File: src/rtl/fmsu_pkg.sv
package fmsu_pkg;

    localparam int DATA_W   = 8;
    localparam int PROD_W   = 2 * DATA_W;
    localparam int WIN_N    = 8;
    localparam int IDX_W    = $clog2(WIN_N);
    localparam int INSTR_W  = 16;
    localparam int WIN_W    = WIN_N * DATA_W;

    // fixed opcode bits: instr[15:7] and instr[3]
    localparam logic [8:0] OPC_HI = 9'b0000_0011_1;

    typedef struct packed {
        logic             hit;
        logic [IDX_W-1:0] sel_s;
        logic [IDX_W-1:0] sel_u;
    } dec_t;

    typedef struct packed {
        logic [PROD_W-1:0] value;
        logic              zero;
        logic              carry;
    } res_t;

    function automatic dec_t decode(input logic [INSTR_W-1:0] w);
        dec_t d;
        d.hit   = (w[15:7] == OPC_HI) && w[3];
        d.sel_s = w[6:4];
        d.sel_u = w[2:0];
        return d;
    endfunction

    function automatic logic [PROD_W-1:0] smul_su(input logic [DATA_W-1:0] s,
                                                  input logic [DATA_W-1:0] u);
        logic signed [PROD_W:0] full;
        full = $signed({{(PROD_W-DATA_W+1){s[DATA_W-1]}}, s})
             * $signed({{(PROD_W-DATA_W+1){1'b0}}, u});
        return full[PROD_W-1:0];
    endfunction

endpackage

File: src/rtl/fmsu_decode.sv
module fmsu_decode
    import fmsu_pkg::*;
(
    input  logic               valid,
    input  logic [INSTR_W-1:0] word,
    output dec_t               dec
);
    dec_t raw;

    always_comb begin
        raw     = decode(word);
        dec     = raw;
        dec.hit = raw.hit && valid;
    end
endmodule

File: src/rtl/fmsu_opsel.sv
module fmsu_opsel
    import fmsu_pkg::*;
(
    input  logic [WIN_W-1:0]  window,
    input  logic [IDX_W-1:0]  sel_s,
    input  logic [IDX_W-1:0]  sel_u,
    output logic [DATA_W-1:0] op_s,
    output logic [DATA_W-1:0] op_u
);
    logic [DATA_W-1:0] slot [WIN_N];

    for (genvar g = 0; g < WIN_N; g++) begin : g_slot
        assign slot[g] = window[g*DATA_W +: DATA_W];
    end

    always_comb begin
        op_s = slot[sel_s];
        op_u = slot[sel_u];
    end
endmodule

File: src/rtl/fmsu_core.sv
module fmsu_core
    import fmsu_pkg::*;
(
    input  logic [DATA_W-1:0] op_s,
    input  logic [DATA_W-1:0] op_u,
    output res_t              res
);
    logic [PROD_W-1:0] prod;

    always_comb begin
        prod      = smul_su(op_s, op_u);
        res.value = {prod[PROD_W-2:0], 1'b0};
        res.carry = prod[PROD_W-1];
        res.zero  = ({prod[PROD_W-2:0], 1'b0} == '0);
    end
endmodule

File: src/rtl/fmsu_unit.sv
module fmsu_unit
    import fmsu_pkg::*;
(
    input  logic        clk,
    input  logic        rst,
    input  logic        instr_valid,
    input  logic [15:0] instr,
    input  logic [63:0] reg_window,
    output logic        wr_en,
    output logic [15:0] result,
    output logic        z_flag,
    output logic        c_flag
);
    dec_t              dec;
    logic [DATA_W-1:0] op_s;
    logic [DATA_W-1:0] op_u;
    res_t              nxt;
    res_t              held;
    logic              we_q;

    fmsu_decode u_dec (
        .valid (instr_valid),
        .word  (instr),
        .dec   (dec)
    );

    fmsu_opsel u_sel (
        .window (reg_window),
        .sel_s  (dec.sel_s),
        .sel_u  (dec.sel_u),
        .op_s   (op_s),
        .op_u   (op_u)
    );

    fmsu_core u_core (
        .op_s (op_s),
        .op_u (op_u),
        .res  (nxt)
    );

    always_ff @(posedge clk) begin
        if (rst) begin
            we_q <= 1'b0;
            held <= '0;
        end else begin
            we_q <= dec.hit;
            if (dec.hit) begin
                held <= nxt;
            end
        end
    end

    assign wr_en  = we_q;
    assign result = held.value;
    assign z_flag = held.zero;
    assign c_flag = held.carry;
endmodule

File: config.mk
export PLATFORM = sky130hd
export DESIGN_NAME = fmsu_unit
export DESIGN_NICKNAME = d
export VERILOG_FILES = /design/src/rtl/fmsu_pkg.sv /design/src/rtl/fmsu_decode.sv /design/src/rtl/fmsu_opsel.sv /design/src/rtl/fmsu_core.sv /design/src/rtl/fmsu_unit.sv
export SDC_FILE = /design/constraint.sdc
export NUM_CORES = 1
export LEC_CHECK = 0
export BUFFER_PORTS_ARGS = -buffer_cell sky130_fd_sc_hd__buf_2
export CAP_MARGIN = 20
export CORE_MARGIN = 2
export CORE_UTILIZATION = 45
export CTS_BUF_LIST = sky130_fd_sc_hd__clkbuf_4
export DETAILED_ROUTE_END_ITERATION = 7
export PLACE_DENSITY_LB_ADDON = 0.08
export SYNTH_ARGS = -nofsm -noshare
export SYNTH_HDL_FRONTEND = slang
export SYNTH_HIERARCHICAL = 1
export SYNTH_SLANG_ARGS = --single-unit
File: constraint.sdc
create_clock -name clk -period 8.55 [get_ports clk]
set_input_delay 0.4275 -clock clk [delete_from_list [all_inputs] [get_ports clk]]
set_output_delay 0.4275 -clock clk [all_outputs]
set_load 0.01 [all_outputs]
==> impl_summary.log <==
INFO  metric outcome = finished, final reports clean
INFO  metric totalNegativeSetupSlack = 0 ps
INFO  metric timing.critical_path.arrival = 6030 ps
INFO  metric num-nets-final = around 640
INFO  metric cts_tree = built
INFO  metric worst_path_largest_cell_delay = 610 ps
INFO  metric hold_path_depth = 2
INFO  metric power_leakage = 0.00228 uW
INFO  metric hold_path.startpoint = result[4]
INFO  metric synth.yosys.warnings = 6
INFO  metric critPathBufInv = 4
INFO  metric num_antenna_cells = 0
INFO  metric synth.yosys.seq_area_share = between 9 and 10%
INFO  metric drt_drc_violations_left = 0
INFO  metric use_met3 = about 1.6%
INFO  metric report.final.slew_viol_count = 0
INFO  metric grt_setup_unrepaired = false
INFO  metric gpl.final_weighted_congestion = 0.834
INFO  metric setup.worst_path.end_class = register
INFO  metric met1_usage = 27.5%
INFO  metric setup_viol_count_final = 0
INFO  metric chipHeight = approximately 100 microns
INFO  metric grt_antenna_before_repair = 0
INFO  metric async_flop_share = 0%
INFO  metric most_frequent_standard_cell_in_the_layout_excluding_fill_and_tap_cells = sky130_fd_sc_hd__buf_2
INFO  metric number_of_standard_cells_after_synthesis = 393
INFO  metric netlist_area = 4120 sq um
INFO  metric start_util = 46.7%
INFO  metric hold_worst_path_end = result[4]
INFO  metric clock_sinks = 19
INFO  metric critical_path.reg2reg.startpoint = z_flag
INFO  metric cts.clk_slew.worst_paths = 110 ps
INFO  metric hold_path.class = register to register
INFO  metric critical_setup_path_kind = input pin to register
INFO  metric crit-reg2reg-capture = z_flag
INFO  metric synth_seq_cells = 19
INFO  metric final.hold.worst_slack = 498 ps
INFO  metric setup.reg_to_reg.worst_slack = 7940 ps
INFO  metric cts_root_buffer = sky130_fd_sc_hd__clkbuf_4
INFO  metric postSynth.topFlopCell = sky130_fd_sc_hd__dfxtp_1
INFO  metric clock_tree.buffer_depth = 2
INFO  metric io_pins = 102
INFO  metric clock_skew = 0 ps
INFO  metric detail_route.vias_per_cell = 5.46
INFO  metric globalRouteOverflowTotal = 0
INFO  metric path_cells = buf_2 -> mux4_1 -> mux2_2 -> nand2b_1 -> fa_1 -> fa_1 -> inv_1 -> fa_1 -> inv_1 -> fa_1 -> inv_1 -> ha_1 -> nor2_1 -> a211oi_1 -> o2111ai_1 -> a31oi_1 -> o221ai_1 -> nor4b_2 -> mux2i_1 -> nor2_1
INFO  metric grt_pass1_wl = 15,200 microns
INFO  metric final.min_clock_period = 5790 ps
INFO  metric final_hold_violating_endpoints = 0
INFO  metric power_density = 287 nW/um^2
INFO  metric timing.critical_path.from_type = input pin
INFO  metric max_freq = 0.173 GHz
INFO  metric grt_pass1_vias = 3,144
INFO  metric area_delta_synth_final = 12.1%
INFO  metric post_synth_num_cell_types = 46
INFO  metric num_rows = 34
INFO  metric routed_wl = 9190 microns
INFO  metric post_cts_resize_count = 0
INFO  metric fillCellCount = 837
INFO  metric use_met2 = a little under a third
INFO  metric placeableCoreArea = 8810 sq um
INFO  metric detailed_place_hpwl = about 7600 microns
INFO  metric most_frequent_cells_in_the_layout = 101 x sky130_fd_sc_hd__buf_2, 59 x sky130_fd_sc_hd__inv_1, 42 x sky130_fd_sc_hd__and2_1
INFO  metric pre_cts_ws = 2480 ps
INFO  metric critical_path_top_delay_cell = sky130_fd_sc_hd__mux4_1
INFO  metric post-route-worst-setup-slack = 2760 ps
INFO  metric port-buffer-count = 101
INFO  metric drtIter0Drc = 123
INFO  metric worst_path_most_repeated_cell = sky130_fd_sc_hd__fa_1
INFO  metric path_delay_family = adder cells
INFO  metric final_cell_count_without_fillers = 585
INFO  metric reg2reg_path_depth = 2
INFO  metric count_of_flip_flops_with_a_built_in_enable_after_synthesis = 0
INFO  metric buffer_count_from_post_cts_setup_fixing = 0
INFO  metric vias = 3,192
INFO  metric max_cap_violations = 0
INFO  metric placed_cells = 581
INFO  metric critical_path_data_required_time = ~9000 ps
INFO  metric route.detailed.wl_per_inst = 15.7 microns
INFO  metric cts_max_level = 1
INFO  metric number_of_hold_buffers_added_after_cts = 0
INFO  metric chipWidth = 99.6 microns
INFO  metric final_critical_path_share_of_the_clock_period = 67.7%
INFO  metric cts_made_buffers = 3
INFO  metric design.die.area = 9930 sq um
INFO  metric synth_nets = 553
INFO  metric insertion_delay = approximately 290 ps
INFO  metric detail-route-antenna-nets = 0
INFO  metric peakVddDrop = approximately 180 uV
INFO  metric syn-mean-instance-area = about 10 sq um
INFO  metric firstDrtPassIters = 4
INFO  metric critical_path.max_fanout = 16
INFO  metric most_congested_layer_reported_by_global_routing = met2
INFO  metric globalRouteTotalUtil = between 10% and 20%
INFO  metric layout-drive-gt1-share = 27.5%
INFO  metric grt_max_degree = 20
[layout make-up]
type                       instances  area [sq um]  area share (%)
clock buffer                       3          22.5           0.488
sequential                        19           380            8.24
multi-input combinational        293          3340            72.3
clock inverter                     1          5.00           0.108
timing repair buffer             102           513            11.1
inverter                          59           221            4.80
tap                              108           135            2.93
[cell usage after synthesis (6+ instances only)]
| cell type | instances | share of area [%] |
|---|---|---|
| sky130_fd_sc_hd__and2_1 | 42 | 6.4 |
| sky130_fd_sc_hd__buf_4 | 7 | 1.3 |
| sky130_fd_sc_hd__dfxtp_1 | 19 | 9.2 |
| sky130_fd_sc_hd__fa_1 | 37 | 18 |
| sky130_fd_sc_hd__ha_1 | 40 | 12 |
| sky130_fd_sc_hd__inv_1 | 59 | 5.4 |
| sky130_fd_sc_hd__mux2_2 | 16 | 4.4 |
| sky130_fd_sc_hd__mux2i_1 | 18 | 4.4 |
| sky130_fd_sc_hd__mux4_1 | 29 | 19 |
| sky130_fd_sc_hd__nand2_1 | 16 | 1.5 |
| sky130_fd_sc_hd__nand2b_1 | 6 | 0.91 |
| sky130_fd_sc_hd__nor2_1 | 32 | 2.9 |
| sky130_fd_sc_hd__xnor2_1 | 9 | 1.9 |
[per-stage QoR]
stage                     total power, uW  util (%)  instance area, sq um
after CTS                            1340      52.4                  4620
after detailed placement             1280      52.1                  4590
after floorplan                      1050         -                  4120
after global placement               1280      52.1                  4590
after global routing                 1500      52.4                  4620
final                                1330      52.4                  4620
[worst max-delay path by stage]
| stage | startpoint | endpoint | cells after the start |
|---|---|---|---|
| 2_1_floorplan | instr[4] | z_flag | 22 |
| 6_report | instr[0] | z_flag | 20 |
| 3_3_place_gp | instr[0] | z_flag | 20 |
| 5_1_grt | instr[4] | z_flag | 20 |
| 4_1_cts | instr[0] | z_flag | 20 |
| 3_5_place_dp | instr[0] | z_flag | 20 |
[state kept, by name, summed over array words and instances, names as in the netlist]
register,cells
result,16
c_flag,1
z_flag,1
wr_en,1
[where the power goes]
part           internal (uW)  total [uW]  switching (uW)
Clock                   17.4        45.5            28.1
Sequential              88.6        88.6          0.0524
Combinational            510        1190             681
Total                    616        1330             709
[routing by layer]
metal	up-vias	part of all wire [%]
met5	-	0
li1	1533	-
met1	1574	46
met2	79	50
met3	6	3.4
met4	0	0.64
[cell families (layout without fill, tap and decap cells)]
logic type / after synthesis / after routing / share of synthesized area (%)
other: 1 / 1 / 0.0911
and+or+nand+nor: 115 / 115 / 15.3
DFF: 19 / 19 / 9.24
buffers and inverters: 81 / 165 / 9.88
muxes: 66 / 66 / 28.9
adders and majority gates: 77 / 77 / 30.2
AOI/OAI and AO/OA: 24 / 24 / 4.35
xor gates and xnor gates: 10 / 10 / 2.13
[tightest hold or removal path, delay by kind of cell, from the launching register on]
family,cells,cell delay [ps]
DFF,1,340
and+or+nand+nor,1,70
muxes,1,60
Power figures use the tool's default switching activity.
